$ cat src/rtl/coal_pkg.sv
package coal_pkg;
   typedef enum logic {TMR_IDLE = 1'b0, TMR_RUN = 1'b1} tmr_state_t;
endpackage

$ cat src/rtl/coal_cfg.sv
module coal_cfg #(
   parameter int DELAY_W = 14,
   parameter int CFG_W   = 16,
   parameter bit COAL_EN = 1'b1
) (
   input  logic               clk,
   input  logic               rst_n,
   input  logic               wr_i,
   input  logic [CFG_W-1:0]   data_i,
   output logic [DELAY_W-1:0] delay_o,
   output logic [DELAY_W-1:0] max_o,
   output logic               err_o
);
   localparam logic [DELAY_W-1:0] CEIL = DELAY_W'((1 << DELAY_W) - 1);

   logic [DELAY_W-1:0] limit;
   logic [CFG_W-1:0]   limit_ext;
   logic               too_big;

   generate
      if (COAL_EN) begin : g_coal
         assign limit = CEIL;
      end else begin : g_nocoal
         assign limit = '0;
      end
   endgenerate

   assign limit_ext = CFG_W'(limit);
   assign too_big   = data_i > limit_ext;
   assign max_o     = limit;

   always_ff @(posedge clk or negedge rst_n) begin
      if (!rst_n) begin
         delay_o <= '0;
         err_o   <= 1'b0;
      end else if (wr_i) begin
         err_o <= too_big;
         if (!too_big) delay_o <= data_i[DELAY_W-1:0];
      end else begin
         err_o <= 1'b0;
      end
   end

   assert_delay_in_range_R3: assert property (@(posedge clk) disable iff (!rst_n)
      delay_o <= limit);
   assert_refused_keeps_R4: assert property (@(posedge clk) disable iff (!rst_n)
      (wr_i && too_big) |=> $stable(delay_o));
   assert_err_cause_R4: assert property (@(posedge clk) disable iff (!rst_n)
      $rose(err_o) |-> $past(wr_i && too_big));
endmodule

$ cat src/rtl/coal_timer.sv
module coal_timer
   import coal_pkg::*;
#(
   parameter int DELAY_W = 14
) (
   input  logic               clk,
   input  logic               rst_n,
   input  logic               start_i,
   input  logic [DELAY_W-1:0] load_i,
   input  logic               tick_i,
   output logic               busy_o,
   output logic               expire_o
);
   localparam logic [DELAY_W-1:0] ONE = DELAY_W'(1);

   tmr_state_t         state;
   logic [DELAY_W-1:0] cnt;

   assign busy_o   = (state == TMR_RUN);
   assign expire_o = busy_o && tick_i && (cnt == ONE);

   always_ff @(posedge clk or negedge rst_n) begin
      if (!rst_n) begin
         state <= TMR_IDLE;
         cnt   <= '0;
      end else if (!busy_o) begin
         if (start_i) begin
            state <= TMR_RUN;
            cnt   <= load_i;
         end
      end else if (expire_o) begin
         state <= TMR_IDLE;
         cnt   <= '0;
      end else if (tick_i) begin
         cnt <= cnt - ONE;
      end
   end

   assert_run_nonzero_R7: assert property (@(posedge clk) disable iff (!rst_n)
      busy_o |-> (cnt != '0));
   assert_no_restart_R8: assert property (@(posedge clk) disable iff (!rst_n)
      (busy_o && !tick_i) |=> $stable(cnt));
endmodule

$ cat src/rtl/coal_flag.sv
module coal_flag (
   input  logic clk,
   input  logic rst_n,
   input  logic set_i,
   input  logic clr_i,
   output logic irq_o
);
   always_ff @(posedge clk or negedge rst_n) begin
      if (!rst_n)     irq_o <= 1'b0;
      else if (set_i) irq_o <= 1'b1;
      else if (clr_i) irq_o <= 1'b0;
   end

   assert_hold_until_ack_R9: assert property (@(posedge clk) disable iff (!rst_n)
      (irq_o && !clr_i) |=> irq_o);
endmodule

$ cat src/rtl/irq_coalesce_top.sv
module irq_coalesce_top #(
   parameter int DELAY_W = 14,
   parameter int CFG_W   = 16,
   parameter bit COAL_EN = 1'b1
) (
   input  logic               clk,
   input  logic               rst_n,
   input  logic               cfg_wr,
   input  logic [CFG_W-1:0]   cfg_data,
   output logic               cfg_err,
   output logic [DELAY_W-1:0] cfg_delay,
   output logic [DELAY_W-1:0] max_delay,
   input  logic               done_vld,
   input  logic               done_irq_en,
   input  logic               us_tick,
   output logic               irq,
   input  logic               irq_ack
);
   generate
      if (CFG_W < DELAY_W) begin : g_bad_cfg_w
         $error("CFG_W must be at least DELAY_W");
      end
      if (DELAY_W < 1 || DELAY_W > 30) begin : g_bad_delay_w
         $error("DELAY_W out of range");
      end
   endgenerate

   logic req, bypass, pend_live, busy, expire, start, set_irq;

   coal_cfg #(.DELAY_W(DELAY_W), .CFG_W(CFG_W), .COAL_EN(COAL_EN)) u_cfg (
      .clk(clk), .rst_n(rst_n), .wr_i(cfg_wr), .data_i(cfg_data),
      .delay_o(cfg_delay), .max_o(max_delay), .err_o(cfg_err));

   assign req       = done_vld && done_irq_en;
   assign bypass    = (cfg_delay == '0);
   assign pend_live = irq && !irq_ack;
   assign start     = req && !bypass && !pend_live && !busy;
   assign set_irq   = expire || (req && bypass);

   coal_timer #(.DELAY_W(DELAY_W)) u_timer (
      .clk(clk), .rst_n(rst_n), .start_i(start), .load_i(cfg_delay),
      .tick_i(us_tick), .busy_o(busy), .expire_o(expire));

   coal_flag u_flag (
      .clk(clk), .rst_n(rst_n), .set_i(set_irq), .clr_i(irq_ack), .irq_o(irq));

   assert_bypass_immediate_R5: assert property (@(posedge clk) disable iff (!rst_n)
      (req && bypass) |=> irq);
   assert_rise_cause_R6: assert property (@(posedge clk) disable iff (!rst_n)
      $rose(irq) |-> $past(expire || (req && bypass)));
   assert_ack_with_req_R10: assert property (@(posedge clk) disable iff (!rst_n)
      (irq_ack && req && !bypass && !busy) |=> busy);
endmodule

$ cat config.mk
export PLATFORM = sky130hd
export DESIGN_NAME = irq_coalesce_top
export DESIGN_NICKNAME = d
export VERILOG_FILES = /design/src/rtl/coal_pkg.sv /design/src/rtl/coal_cfg.sv /design/src/rtl/coal_timer.sv /design/src/rtl/coal_flag.sv /design/src/rtl/irq_coalesce_top.sv
export SDC_FILE = /design/constraint.sdc
export NUM_CORES = 1
export LEC_CHECK = 0
export CORE_ASPECT_RATIO = 1.5
export CORE_MARGIN = 10
export CORE_UTILIZATION = 45
export DETAILED_ROUTE_END_ITERATION = 10
export PLACE_DENSITY = 0.77
export SLEW_MARGIN = 20
export SYNTH_ARGS = -nofsm -noshare
export SYNTH_HDL_FRONTEND = slang
export SYNTH_SLANG_ARGS = --single-unit
$ cat constraint.sdc
create_clock -name clk -period 2.4 [get_ports clk]
set_input_delay 0.48 -clock clk [delete_from_list [all_inputs] [get_ports clk]]
set_output_delay 0.48 -clock clk [all_outputs]
set_load 0.05 [all_outputs]
# Word level (Yosys, flattened, before mapping)
# Cells that the tools add are included.
[totals]
regBits = 31
inputBits = 23
out_inout_bits = 30
elab_cells = 38
[classes]
addsub = 1
order_cmp = 1
eq_ne = 2
n_mux = 10
n_bitwise = 1
reduce_logical = 18
[op_table]
columns = ["operator", "count"]
rows = [
  ["two-way mux 14 bit", 4],
  ["> comparator 16 x 14 -> 1 bit (second input constant)", 1],
  ["== test 14 x 1 -> 1 bit (second input constant)", 1],
  ["zero test 14 bit", 1],
  ["subtractor 14 x 1 -> 14 bit (second input constant)", 1],
  ["logical AND 1 bit", 8],
  ["two-way mux 1 bit", 6],
  ["zero test 1 bit", 4],
  ["AND reduction 2 bit", 2],
  ["nonzero test 2 bit", 2],
  ["!= test 3 bit (second input constant)", 1],
  ["logical OR 1 bit", 1],
  ["inverter 1 bit", 1],
]

# Depth between registers and ports, before layout
[logic_depth]
ltp_word = 7
mapped_depth = 7
ltp_nobuf = 7

# Cells and area by module
# A second synthesis with hierarchy kept.
[hier_totals]
cells_unflattened = 179
area_unflattened_um2 = 1830.5
[by_module_without_submodules]
columns = ["mod", "instances", "cells_per_inst", "area_each_um2"]
rows = [
  ["coal_timer", 1, 120, 1059.8],
  ["coal_cfg", 1, 47, 679.4],
  ["irq_coalesce_top", 1, 9, 55.1],
  ["coal_flag", 1, 3, 36.3],
]

# Worst setup path before layout
# OpenSTA, ideal clock, no wires.
[synth_timing]
path_type = "register to register"
start = "reg u_timer.cnt[5]"
end = "reg u_timer.cnt[11]"
arrival_time_ps = 1744
path_slack_ps = 537
path_stages_with_launch = 7
n_path_buf = 1
cell_sequence = "dfrtp_1 -> buf_6 -> or4_4 -> or3_4 -> o21a_1 -> o21ai_1 -> a21bo_1"
[synth_between]
elab_chain_len = 4
[synth_rtl]
columns = ["element", "line_no", "rtl"]
rows = [
  ["start, declared", "coal_timer.sv:17", "logic [DELAY_W-1:0] cnt;"],
  ["start signal, assigned", "coal_timer.sv:29", "cnt <= load_i;"],
  ["start signal, assigned", "coal_timer.sv:35", "cnt <= cnt - ONE;"],
  ["subtractor 14 x 1 -> 14 bit / == test 14 x 1 -> 1 bit (equally long branches)", "coal_timer.sv:35, coal_timer.sv:20", ""],
  ["two-way mux 14 bit / logical AND 1 bit (equally long branches)", "coal_timer.sv:34, coal_timer.sv:20", ""],
  ["two-way mux 14 bit / != test 3 bit (equally long branches)", "n/a", ""],
  ["two-way mux 14 bit / AND reduction 2 bit (equally long branches)", "n/a", ""],
]
# Parallel ways exist; a longest one is shown, timed or not. The select of a mux whose other input is x is not followed.
# A chain may end at the register's enable or synchronous reset.

# Worst setup path in the final report
[layout_timing]
start = "reg u_cfg.delay_o[10]"
end = "reg u_timer.cnt[3]"
[layout_between]
elab_chain_len = 7
[layout_rtl]
columns = ["element", "line_no", "rtl"]
rows = [
  ["start, declared", "coal_cfg.sv:10", "output logic [DELAY_W-1:0] delay_o,"],
  ["start signal, assigned", "coal_cfg.sv:38", "if (!too_big) delay_o <= data_i[DELAY_W-1:0];"],
  ["zero test 14 bit", "irq_coalesce_top.sv:35", "assign bypass = (cfg_delay == '0);"],
  ["zero test 1 bit", "irq_coalesce_top.sv:37", "assign start = req && !bypass && !pend_live && !busy;"],
  ["logical AND 1 bit (3 in series)", "irq_coalesce_top.sv:37", ""],
  ["nonzero test 2 bit (no source line)", "n/a", ""],
  ["AND reduction 2 bit (no source line)", "n/a", ""],
]
# Every way passes these cells.

==> impl_metrics.env <==
export IMPL_hp_class="reg2reg"
export IMPL_postSynth_topFlopCell="dfrtp_1"
export IMPL_final_cell_area_mm2=0.00225
export IMPL_hold_buffers=0
export IMPL_p_leak_nw=0.935
export IMPL_rrSetupSlack_ns=0.24
export IMPL_rsz0062_at_grt="no"
export IMPL_cp_slowest_cell="a21boi_2"
export IMPL_die_width_um=71.6
export IMPL_synth_warnings=0
export IMPL_finalCritPeriodShare_pct=90.1
export IMPL_start_util_pct=46.2
export IMPL_wl_um=4620
export IMPL_antenna_found_initial=0
export IMPL_hold_end="u_timer.cnt[13]$_DFFE_PN0P_"
export IMPL_hold_start="u_timer.cnt[13]$_DFFE_PN0P_"
export IMPL_cp_required_ns=2.57
export IMPL_die_area_mm2=0.00698
export IMPL_core_area_mm2=0.00389
export IMPL_end_kind="flop"
export IMPL_fill_cells=350
export IMPL_layout_cells_non_filler=271
export IMPL_rows=28
export IMPL_vias_per_cell=5.70
export IMPL_drive_above_1_share_pct=14.2
export IMPL_die_y_um=97.4
export IMPL_hpwl_um=3510
export IMPL_path_cells="nor4_1 > nand4_1 > a21boi_2 > nor2_1 > a22o_1"
export IMPL_routedWlPerCell_um=17.0
export IMPL_fin_tns_setup_ns=0
export IMPL_synthCells=183
export IMPL_htreeDepth=2
export IMPL_cts_buffers=5
export IMPL_vias=1545
export IMPL_num_io_pins=53
export IMPL_clock_skew_final_ns=0.00234
export IMPL_grt_pass1_vias=1620
export IMPL_reg2reg_to="u_timer.cnt[3]$_DFFE_PN0P_"
export IMPL_synth_seq_cells=31
export IMPL_fin_crit_ns=2.16
export IMPL_relSlewSlack_pct=56.4
export IMPL_yosysSeqAreaShare_pct=43.1
export IMPL_topRoutingLayerUsed="met4"
export IMPL_synth_distinct_cells=49
export IMPL_reg2reg_depth=5
export IMPL_cap_violations=0
export IMPL_synthArstFlopShare_pct=100
export IMPL_place_area_mm2=0.00217
export IMPL_worst_pin_slew_ns=0.651
export IMPL_synth_enable_flop_cells=0
export IMPL_drt_pre_antenna_iters=4
export IMPL_peakVddDrop_mv=0.555
export IMPL_synthToLayoutAreaGrowth_pct=25.3
export IMPL_finalHoldViolations=0
export IMPL_cp_max_fo=16
export IMPL_outcome="completed"
export IMPL_dp_cells=264
export IMPL_cts_resized=0
export IMPL_wl_met2_um=2270
export IMPL_synth_area_per_cell_um2=9.82
export IMPL_antenna_cells=0
export IMPL_root_buffer="clkbuf_8"
export IMPL_slew_viol_final=0
export IMPL_dr_wl_met3_um=421
export IMPL_grt_usage_pct=13.8
export IMPL_holdWs_ns=0.525
export IMPL_multiInputGateArea_um2=886
export IMPL_synthesis_area_mm2=0.00180
export IMPL_post_cts_repair_setup_buffers=0
export IMPL_wl_met1_um=1770
export IMPL_cts_tree="built"
export IMPL_final_nets=251
export IMPL_crit_arrival_ns=2.33
export IMPL_seqCellArea_um2=776
export IMPL_r2r_start="u_cfg.delay_o[10]$_DFFE_PN0P_"
export IMPL_fmax_mhz=463
export IMPL_hold_path_depth=2
export IMPL_cts_clk_slew_worst_paths_ns=0.06
export IMPL_powerDensity_mw_per_mm2=990
export IMPL_ant_nets=0
export IMPL_clk_insertion_delay_late_ns=0.28
export IMPL_drt_iter0_drc=79
export IMPL_grt_remaining_overflow=0
export IMPL_fin_util_pct=57.9
export IMPL_cts_sinks=31
export IMPL_final_setup_viol_count=0
export IMPL_grt_max_degree=32
export IMPL_grt_pass1_wl_um=7900
export IMPL_worstSetupPathType="reg2reg"
export IMPL_portBuffers=38
export IMPL_clock_path_buffers=2
export IMPL_drc_errors=0
export IMPL_cpPeakStageDelay_ns=0.60
export IMPL_gp_congestion=0.949
export IMPL_start_kind="flop"
## worst max-delay path by stage
stage                     cells past startpoint  slack, ns                          end                          start
after global routing                          5       0.01   u_timer.cnt[3]$_DFFE_PN0P_  u_cfg.delay_o[10]$_DFFE_PN0P_
after detailed placement                      6       0.18   u_timer.cnt[4]$_DFFE_PN0P_                        us_tick
final                                         5       0.24   u_timer.cnt[3]$_DFFE_PN0P_  u_cfg.delay_o[10]$_DFFE_PN0P_
after global placement                        6       0.20   u_timer.cnt[2]$_DFFE_PN0P_                        us_tick
after floorplan                               6       0.54  u_timer.cnt[11]$_DFFE_PN0P_     u_timer.cnt[5]$_DFFE_PN0P_
after CTS                                     5       0.20   u_timer.cnt[3]$_DFFE_PN0P_   u_cfg.delay_o[3]$_DFFE_PN0P_
## cell type report
| cell class | count | share of cell area [%] |
|---|---|---|
| clock inverter | 1 | 0.222 |
| inverter | 8 | 1.33 |
| sequential | 31 | 34.4 |
| timing repair buffer | 43 | 18.5 |
| multi-input combinational | 137 | 39.3 |
| clock buffer | 6 | 3.66 |
| tap | 45 | 2.50 |
## cell usage in the layout, fill, tap and decap left out, drive strengths merged, types with 2 or more instances in the layout
master,synthesis,layout
clkdlybuf4s50,0,38
dfrtp,31,31
o21ai,22,22
nand2,15,15
conb,1,14
nor2,12,12
mux2,11,11
inv,8,8
nor3,7,7
clkbuf,5,6
nor4,6,6
buf,15,5
a22o,5,5
o21a,3,3
nand3,3,3
a21oi,3,3
a22oi,3,3
nor3b,3,3
nand4,2,2
nand2b,2,2
o32ai,2,2
a31oi,2,2
a32oi,2,2
ha,2,2
## cells by family (layout without fill, tap and decap cells)
| family | after synthesis | in the layout | share of synthesized area, % |
|---|---|---|---|
| flip-flops | 31 | 31 | 43.1 |
| multiplexers | 11 | 11 | 6.89 |
| buffers and inverters | 28 | 58 | 10.3 |
| AO/OA/AOI/OAI | 52 | 52 | 20.0 |
| AND/OR/NAND/NOR | 58 | 58 | 18.0 |
| other | 1 | 14 | 0.209 |
| adder cells (fa/ha/maj) | 2 | 2 | 1.39 |
## critical path: cells and delay by family (launching register included)
| kind | cells | cell delay [ns] |
|---|---|---|
| compound gates | 2 | 0.84 |
| flops | 1 | 0.42 |
| simple gates | 3 | 0.79 |
## flip-flops by register name (all words and copies together), names as in the netlist
signal          count
u_cfg.delay_o      14
u_flag.irq_o        1
u_cfg.err_o         1
u_timer.busy_o      1
u_timer.cnt        14
## report_power, final
part	internal [mW]	total [mW]	switching, mW	leakage [nW]
clock network	0.224	0.408	0.183	0.0470
logic	0.373	0.940	0.567	0.516
registers	0.680	0.883	0.203	0.372
total	1.28	2.23	0.953	0.935
## per-layer routing
layer | GRT usage, % | vias up
met4 | 9.12 | 0
met2 | 21.3 | 64
met1 | 15.3 | 733
met3 | 4.91 | 14
met5 | 0 | -
li1 | - | 734
## metrics by stage
step                worst slack (ns)  total power [mW]
floorplan                      0.537              1.57
global placement               0.202              1.81
detailed placement             0.176              1.82
CTS                            0.202              2.24
global route                  0.0106              2.39
finish                         0.238              2.23
## cell usage after synthesis, types with 4 or more instances
| library cell | number | share of area (%) |
|---|---|---|
| dfrtp_1 | 31 | 43 |
| nand2_1 | 15 | 3.1 |
| buf_4 | 14 | 5.8 |
| o21ai_0 | 13 | 3.6 |
| nor2_1 | 12 | 2.5 |
| mux2_2 | 11 | 6.9 |
| inv_1 | 8 | 1.7 |
| o21ai_1 | 8 | 2.2 |
| nor3_1 | 6 | 1.7 |
| nor4_1 | 5 | 1.7 |
| a22o_1 | 4 | 1.9 |
Note: power is estimated with default switching activity, not from simulation.
